## src/rtl/tsb_pkg.sv

```systemverilog
// Shared constants for the pixel time-slot hit buffer.
// Assumes: all users take widths from here unless overridden.
package tsb_pkg;
    parameter int unsigned TSB_CNT_W       = 5;
    parameter int unsigned TSB_SYNC_STAGES = 2;
endpackage

```

## src/rtl/tsb_disc_sync.sv

```systemverilog
// Brings the asynchronous discriminator into the clk domain and emits a
// one-cycle pulse on each synchronized rising transition.
// Assumes: STAGES >= 2; input pulses are wider than one clk period.
module tsb_disc_sync #(
    parameter int unsigned STAGES = 2
) (
    input  logic clk,
    input  logic rst_n,
    input  logic din,
    output logic rise
);
    logic [STAGES-1:0] chain_q;
    logic              last_q;
    logic              level;

    assign level = chain_q[STAGES-1];

    // synchronizer chain plus one delayed copy for edge detection
    always_ff @(posedge clk) begin
        if (!rst_n) begin
            chain_q <= '0;
            last_q  <= 1'b0;
        end else begin
            chain_q <= {chain_q[STAGES-2:0], din};
            last_q  <= level;
        end
    end

    assign rise = level & ~last_q;


    single_rise_chk: assert property (@(posedge clk) disable iff (!rst_n)
        rise |=> !rise);
endmodule

```

## src/rtl/tsb_slot_ctrl.sv

```systemverilog
// Tracks whether the running slot saw activity, decides at each slot edge
// whether counters swap, and owns the readout request.
// Assumes: slot_clk is synchronous to clk; hit_ev is already gated by kill.
module tsb_slot_ctrl (
    input  logic clk,
    input  logic rst_n,
    input  logic slot_clk,
    input  logic hit_ev,
    input  logic force_req,
    input  logic kill,
    input  logic rd_ack,
    output logic swap,
    output logic clr_rd,
    output logic acq_sel,
    output logic req
);
    logic slot_q;
    logic pend_q;
    logic slot_rise;

    assign slot_rise = slot_clk & ~slot_q;
    assign swap      = slot_rise & ~kill & (pend_q | force_req);
    assign clr_rd    = rd_ack & ~swap;

    // remember previous slot clock level
    always_ff @(posedge clk) begin
        if (!rst_n) slot_q <= 1'b0;
        else        slot_q <= slot_clk;
    end

    // waiting stage: a hit seen in the running slot
    always_ff @(posedge clk) begin
        if (!rst_n)         pend_q <= 1'b0;
        else if (kill)      pend_q <= 1'b0;
        else if (slot_rise) pend_q <= hit_ev;
        else if (hit_ev)    pend_q <= 1'b1;
    end

    // role select: flips only on a swap
    always_ff @(posedge clk) begin
        if (!rst_n)    acq_sel <= 1'b0;
        else if (swap) acq_sel <= ~acq_sel;
    end

    // service stage: request raised by swap, dropped by acknowledge
    always_ff @(posedge clk) begin
        if (!rst_n)      req <= 1'b0;
        else if (swap)   req <= 1'b1;
        else if (rd_ack) req <= 1'b0;
    end


    no_idle_swap_chk: assert property (@(posedge clk) disable iff (!rst_n)
        (slot_rise && !pend_q && !force_req) |=> $stable(acq_sel));


    ack_drop_chk: assert property (@(posedge clk) disable iff (!rst_n)
        (rd_ack && !swap) |=> !req);


    swap_req_chk: assert property (@(posedge clk) disable iff (!rst_n)
        swap |=> req);
endmodule

```

## src/rtl/tsb_count_bank.sv

```systemverilog
// Two saturating hit counters whose acquire and readout roles alternate.
// Assumes: swap and clr_rd are never both 1 in a cycle.
module tsb_count_bank #(
    parameter int unsigned CNT_W = 5
) (
    input  logic             clk,
    input  logic             rst_n,
    input  logic             acq_sel,
    input  logic             swap,
    input  logic             hit_ev,
    input  logic             clr_rd,
    output logic [CNT_W-1:0] rd_count
);
    localparam logic [CNT_W-1:0] CNT_MAX = {CNT_W{1'b1}};
    localparam logic [CNT_W-1:0] CNT_ONE = {{(CNT_W-1){1'b0}}, 1'b1};

    logic [CNT_W-1:0] cnt_w [2];

    for (genvar i = 0; i < 2; i++) begin : g_ctr
        localparam logic ME = 1'(i);
        logic [CNT_W-1:0] val_q;

        // counter update: restart on becoming acquirer, count, or clear
        always_ff @(posedge clk) begin
            if (!rst_n) begin
                val_q <= '0;
            end else if (swap) begin
                if (acq_sel != ME) val_q <= hit_ev ? CNT_ONE : '0;
            end else if (acq_sel == ME) begin
                if (hit_ev && val_q != CNT_MAX) val_q <= val_q + CNT_ONE;
            end else if (clr_rd) begin
                val_q <= '0;
            end
        end

        assign cnt_w[i] = val_q;


        sat_hold_chk: assert property (@(posedge clk) disable iff (!rst_n)
            (val_q == CNT_MAX && !swap && acq_sel == ME) |=> val_q == CNT_MAX);
    end

    assign rd_count = acq_sel ? cnt_w[0] : cnt_w[1];
endmodule

```

## src/rtl/tsb_pixel_top.sv

```systemverilog
// Per-pixel time-slot hit buffer: synchronizes the discriminator, gates it
// with the kill/set configuration, and feeds the slot control and counters.
// Assumes: slot_clk and rd_ack are synchronous to clk.
module tsb_pixel_top #(
    parameter int unsigned CNT_W       = tsb_pkg::TSB_CNT_W,
    parameter int unsigned SYNC_STAGES = tsb_pkg::TSB_SYNC_STAGES
) (
    input  logic             clk,
    input  logic             rst_n,
    input  logic             disc_in,
    input  logic             slot_clk,
    input  logic             rd_ack,
    input  logic             cfg_set,
    input  logic             cfg_kill,
    input  logic             img_mode,
    output logic             hit_req,
    output logic [CNT_W-1:0] rd_count
);
    logic disc_rise;
    logic hit_ev;
    logic force_req;
    logic swap;
    logic clr_rd;
    logic acq_sel;

    tsb_disc_sync #(.STAGES(SYNC_STAGES)) sync_i (
        .clk  (clk),
        .rst_n(rst_n),
        .din  (disc_in),
        .rise (disc_rise)
    );

    assign hit_ev    = disc_rise & ~cfg_kill;
    assign force_req = (cfg_set | img_mode) & ~cfg_kill;

    tsb_slot_ctrl ctrl_i (
        .clk      (clk),
        .rst_n    (rst_n),
        .slot_clk (slot_clk),
        .hit_ev   (hit_ev),
        .force_req(force_req),
        .kill     (cfg_kill),
        .rd_ack   (rd_ack),
        .swap     (swap),
        .clr_rd   (clr_rd),
        .acq_sel  (acq_sel),
        .req      (hit_req)
    );

    tsb_count_bank #(.CNT_W(CNT_W)) bank_i (
        .clk     (clk),
        .rst_n   (rst_n),
        .acq_sel (acq_sel),
        .swap    (swap),
        .hit_ev  (hit_ev),
        .clr_rd  (clr_rd),
        .rd_count(rd_count)
    );


    kill_no_req_chk: assert property (@(posedge clk) disable iff (!rst_n)
        (cfg_kill && !hit_req) |=> !hit_req);


    idle_hold_chk: assert property (@(posedge clk) disable iff (!rst_n)
        (!swap && !rd_ack) |=> $stable(rd_count));
endmodule

```

## config.mk

```make
export PLATFORM = sky130hd
export DESIGN_NAME = tsb_pixel_top
export DESIGN_NICKNAME = d
export VERILOG_FILES = /design/src/rtl/tsb_pkg.sv /design/src/rtl/tsb_disc_sync.sv /design/src/rtl/tsb_slot_ctrl.sv /design/src/rtl/tsb_count_bank.sv /design/src/rtl/tsb_pixel_top.sv
export SDC_FILE = /design/constraint.sdc
export NUM_CORES = 1
export LEC_CHECK = 0
export ABC_AREA = 1
export ABC_CLOCK_PERIOD_IN_PS = 2000
export BUFFER_PORTS_ARGS = -buffer_cell sky130_fd_sc_hd__buf_2
export CORE_UTILIZATION = 45
export CTS_BUF_LIST = sky130_fd_sc_hd__clkbuf_8
export DETAILED_ROUTE_END_ITERATION = 7
export GPL_ROUTABILITY_DRIVEN = 1
export PLACE_DENSITY = 0.73
export SYNTH_ARGS = -nofsm -noshare
export SYNTH_HDL_FRONTEND = slang
export SYNTH_SLANG_ARGS = --single-unit
```

## constraint.sdc

```tcl
create_clock -name clk -period 2 [get_ports clk]
set_input_delay 0.4 -clock clk [delete_from_list [all_inputs] [get_ports clk]]
set_output_delay 0.4 -clock clk [all_outputs]
set_load 0.02 [all_outputs]
```

Word level (Yosys, flattened, before mapping)

Cells that the tools add are included.

Add/sub/neg operators: 2
Multipliers: 0
Divide/modulo/power cells: 0
Magnitude comparators: 0
Equal/unequal tests: 6
Shift-type cells: 0
Muxes and demuxes: 15
Bitwise logic cells: 15
Reductions and logical operators: 9

Operators by type and width:

| cell                                           | count |
|---|---|
| two-way mux 5 bit                              | 10 |
| adder 5 x 1 -> 5 bit (second input constant)   | 2 |
| != test 5 bit (second input constant)          | 2 |
| AND 1 bit                                      | 7 |
| NOT 1 bit                                      | 6 |
| AND reduction 3 bit                            | 2 |
| nonzero test 2 bit                             | 3 |
| two-way mux 1 bit                              | 5 |
| != test 2 bit (second input constant)          | 2 |
| != test 3 x 1 -> 1 bit (second input constant) | 1 |
| nonzero test 3 bit                             | 1 |
| logical AND 1 bit                              | 2 |
| != test 2 x 1 -> 1 bit (second input constant) | 1 |
| OR 1 bit                                       | 2 |
| OR reduction 2 bit                             | 1 |

Flip-flop bits (word level): 17
Bits in latches: 0
RAM bits: 0
Bits in read-only memories: 0
Output and inout port bits: 6
Memories: 0

Logic depth before layout (Yosys ltp)

Word-level depth: 9
Mapped depth: 10
Mapped depth without buffers: 10

Modules after synthesis

Synthesis repeated with hierarchy kept, for this count alone.

Cell total of the unflattened synthesis: 141
Area total of the unflattened synthesis: 963.4 µm²

By module, submodules not included:

| module         | times used | cells each | area an instance (µm²) | seq. area each (µm²) |
|---|---|---|---|---|
| tsb_count_bank | 1          | 100        | 655.6                  | 200.2 |
| tsb_slot_ctrl  | 1          | 26         | 200.2                  | 80.1 |
| tsb_disc_sync  | 1          | 11         | 92.6                   | 60.1 |
| tsb_pixel_top  | 1          | 4          | 15.0                   | 0.0 |

Worst setup path after synthesis

OpenSTA, ideal clock, no wires.

Path type: register -> output
Start: register ctrl_i.acq_sel
End: output rd_count[0]
Data arrival time: 1.118 ns
Data required time: 1.600 ns
Path slack: 0.482 ns
Stages on the path, launching flop included: 4
Cell sequence: dfxtp_1 -> clkbuf_2 -> buf_2 -> o21ai_0

Word-level cells in the longest chain between the ends: 1

Ends and longest elaborated chain:

| what                   | line                 | source |
|---|---|---|
| start, declared        | tsb_slot_ctrl.sv:14  | `output logic acq_sel,` |
| start signal, assigned | tsb_slot_ctrl.sv:42  | `else if (swap) acq_sel <= ~acq_sel;` |
| two-way mux 5 bit      | tsb_count_bank.sv:43 | `assign rd_count = acq_sel ? cnt_w[0] : cnt_w[1];` |
| end, declared          | tsb_pixel_top.sv:17  | `output logic [CNT_W-1:0] rd_count` |

Every way passes these cells.

Worst setup path after layout

Same ends and word-level chain as after synthesis.

==> impl_metrics.env <==
export IMPL_outcome="completed"
export IMPL_die_x_um=49.2
export IMPL_r2r_slack_ns=0.38
export IMPL_io_buffers=13
export IMPL_hp_class="input port to register"
export IMPL_multi_input_area_um2=582
export IMPL_combPwrFrac=0.156
export IMPL_place_hpwl_um=1540
export IMPL_grt_pass1_wl_um=3460
export IMPL_initialDrtViolationCount=30
export IMPL_finalNonFillerCells=184
export IMPL_start_util=0.496
export IMPL_hold_path_end="sync_i.chain_q[0]"
export IMPL_r2r_end="bank_i.g_ctr[1].val_q[4]"
export IMPL_synth_seq_cells=17
export IMPL_cp_top_family="flip-flops"
export IMPL_setup_violations_final=0
export IMPL_vdd_drop_max_mv=0.469
export IMPL_antenna_found_initial=0
export IMPL_cts_resized=0
export IMPL_crit_slowest_cell="dfxtp_1"
export IMPL_slew_viol_final=0
export IMPL_syn_area_um2=1000
export IMPL_endpoint_kind="output pin"
export IMPL_whs_ns=0.330
export IMPL_clkTransAtPathRegs_ns=0.07
export IMPL_syn_num_nets=154
export IMPL_ioPinCount=14
export IMPL_syn2layout_area_growth_pct=13.8
export IMPL_place_inst=180
export IMPL_clkSinkCount=17
export IMPL_rr_worst_depth=10
export IMPL_die_y_um=49.2
export IMPL_cts_tree="done"
export IMPL_power_density_nw_per_um2=648
export IMPL_power_frac_clock=0.347
export IMPL_p_seq_frac=0.497
export IMPL_cp_cell_sequence="buf_4, nand2_1, o21ai_0, buf_2"
export IMPL_hp_start="disc_in"
export IMPL_yosys_top_cells_area="dfxtp_1, nand2_1, nand3_1"
export IMPL_track_usage=0.186
export IMPL_root_buffer="clkbuf_8"
export IMPL_setup_tns_ns=0
export IMPL_worstHoldPathCells=3
export IMPL_die_area_um2=2420
export IMPL_fin_total_pwr_mw=0.740
export IMPL_cts_max_path_buffers=2
export IMPL_switching_share=0.281
export IMPL_cpPeakStageDelay_ns=0.57
export IMPL_vias=910
export IMPL_final_cell_mix="nand2_1, dfxtp_1, inv_1, nor2_1, nand3_1"
export IMPL_antennaDiodeCount=0
export IMPL_switching_power_mw=0.208
export IMPL_synth_edf_count=0
export IMPL_yosysSeqAreaShare=0.339
export IMPL_crit_type="register to output pin"
export IMPL_yosysWarnings=0
export IMPL_place_ws_ns=0.401
export IMPL_hold_viol_final=0
export IMPL_crit_arrival_ns=1.37
export IMPL_worstMarginPinSlew_ns=0.452
export IMPL_critPathLaunchType="register"
export IMPL_async_reset_ff_frac=0
export IMPL_core_area_um2=2020
export IMPL_yosysUniqueCellTypes=24
export IMPL_hold_buffers=0
export IMPL_p_leak_nw=0.549
export IMPL_drv_cap=0
export IMPL_drtAntennaViolNets=0
export IMPL_synth_flop_cell="dfxtp_1"
export IMPL_p_int_mw=0.532
export IMPL_path_max_fanout=12
export IMPL_postCtsSetupRepairBufs=0
export IMPL_place_gp_congestion=0.851
export IMPL_fillers=205
export IMPL_synth_avg_cell_area_um2=7.07
export IMPL_finClkSkew_ns=0.00401
export IMPL_slew_headroom=0.698
export IMPL_grt_max_degree=13
export IMPL_final_common_cell="nand2_1"
export IMPL_drive_gt1_frac=0.242
export IMPL_fin_crit_ns=1.77
export IMPL_final_core_util=0.565
export IMPL_numCtsBuffers=3
export IMPL_post_dp_cell_area_um2=1100
export IMPL_synthCells=142
export IMPL_cp_num_buf_inv=2
export IMPL_drt_first_pass_iters=4
export IMPL_cp_required_ns=1.60
export IMPL_wl_per_cell_um=10.9
export IMPL_grt_pass1_vias=827
export IMPL_rsz0062_at_grt="false"
export IMPL_yosys_area_top_type="dfxtp_1"
export IMPL_drt_vias_per_instance=4.95
export IMPL_final_cell_area_um2=1140
export IMPL_drc=0
export IMPL_layout_nets=170
export IMPL_fin_crit_sh=0.884
export IMPL_seqCellArea_um2=340
export IMPL_drt_total_wl_um=2010
export IMPL_row_count=16
export IMPL_cts_htree_levels=1
export IMPL_r2r_start="bank_i.g_ctr[1].val_q[0]"
export IMPL_grt_overflow_total=0
export IMPL_fmax_ghz=0.565
export IMPL_synth_top_area_frac=0.339
export IMPL_worstSkewPairLatency_ns=0.25
export IMPL_setup_ws_ns=0.231
[routing by layer]
| metal | share of wire | wire length (µm) | global-route usage |
|---|---|---|---|
| met1 | 0.48 | 969 | 0.233 |
| met3 | 0.021 | 43 | 0.0374 |
| met5 | 0 | 0 | 0 |
| met4 | 0.016 | 32 | 0.0735 |
| met2 | 0.48 | 963 | 0.308 |
[layout make-up]
class	count	share of cell area
repair buffers	14	0.0635
clock inverters	1	0.00438
clock buffers	3	0.0361
multi-input cells	104	0.509
inverters	18	0.0591
flip-flops and latches	17	0.298
well taps	27	0.0296
[synthesized netlist by cell type (2+ instances only)]
library cell	count
or2_2	2
nand2_4	5
nand3_1	14
inv_2	3
o21ai_0	5
nand2_2	2
dfxtp_1	17
inv_1	15
ha_1	4
a21oi_2	3
nor2_1	15
nand3b_1	2
nand4_1	2
nand3_4	2
nand2_1	39
a21oi_1	4
[kinds of logic after synthesis]
group / Yosys count / synth area share
and+or+nand+nor: 86 / 0.443
xor gates and xnor gates: 1 / 0.00873
buffers and inverters: 21 / 0.0810
AOI/OAI and AO/OA: 13 / 0.0786
DFF: 17 / 0.339
adders and majority gates: 4 / 0.0499
[worst max-delay path by stage]
| stage | from | to | depth (start not counted) |
|---|---|---|---|
| after global placement | bank_i.g_ctr[1].val_q[0] | bank_i.g_ctr[1].val_q[4] | 10 |
| after detailed placement | bank_i.g_ctr[1].val_q[0] | bank_i.g_ctr[1].val_q[4] | 10 |
| after CTS | ctrl_i.acq_sel | rd_count[0] | 4 |
| after floorplan | ctrl_i.acq_sel | rd_count[0] | 3 |
| after global routing | ctrl_i.acq_sel | rd_count[0] | 4 |
| final | ctrl_i.acq_sel | rd_count[0] | 4 |
[state kept, by name, indices dropped and copies added, names as in the netlist]
| register | cells |
|---|---|
| bank_i.g_ctr.val_q | 10 |
| sync_i.chain_q | 2 |
| ctrl_i.acq_sel | 1 |
| ctrl_i.pend_q | 1 |
| ctrl_i.req | 1 |
| ctrl_i.slot_q | 1 |
| sync_i.last_q | 1 |
[power groups by stage]
stage / Clock, mW / Sequential, mW / Combinational, mW
after floorplan: 0 / 0.370 / 0.0887
after global placement: 0 / 0.375 / 0.114
after detailed placement: 0 / 0.376 / 0.115
after CTS: 0.267 / 0.368 / 0.116
after global routing: 0.276 / 0.370 / 0.130
final: 0.257 / 0.368 / 0.115
[worst min-delay path, cell delays in order]
cell	delay [ns]
buf_2	0.07
nand2_1	0.04
inv_1	0.04
No activity file was read; power rests on OpenSTA's default activity.
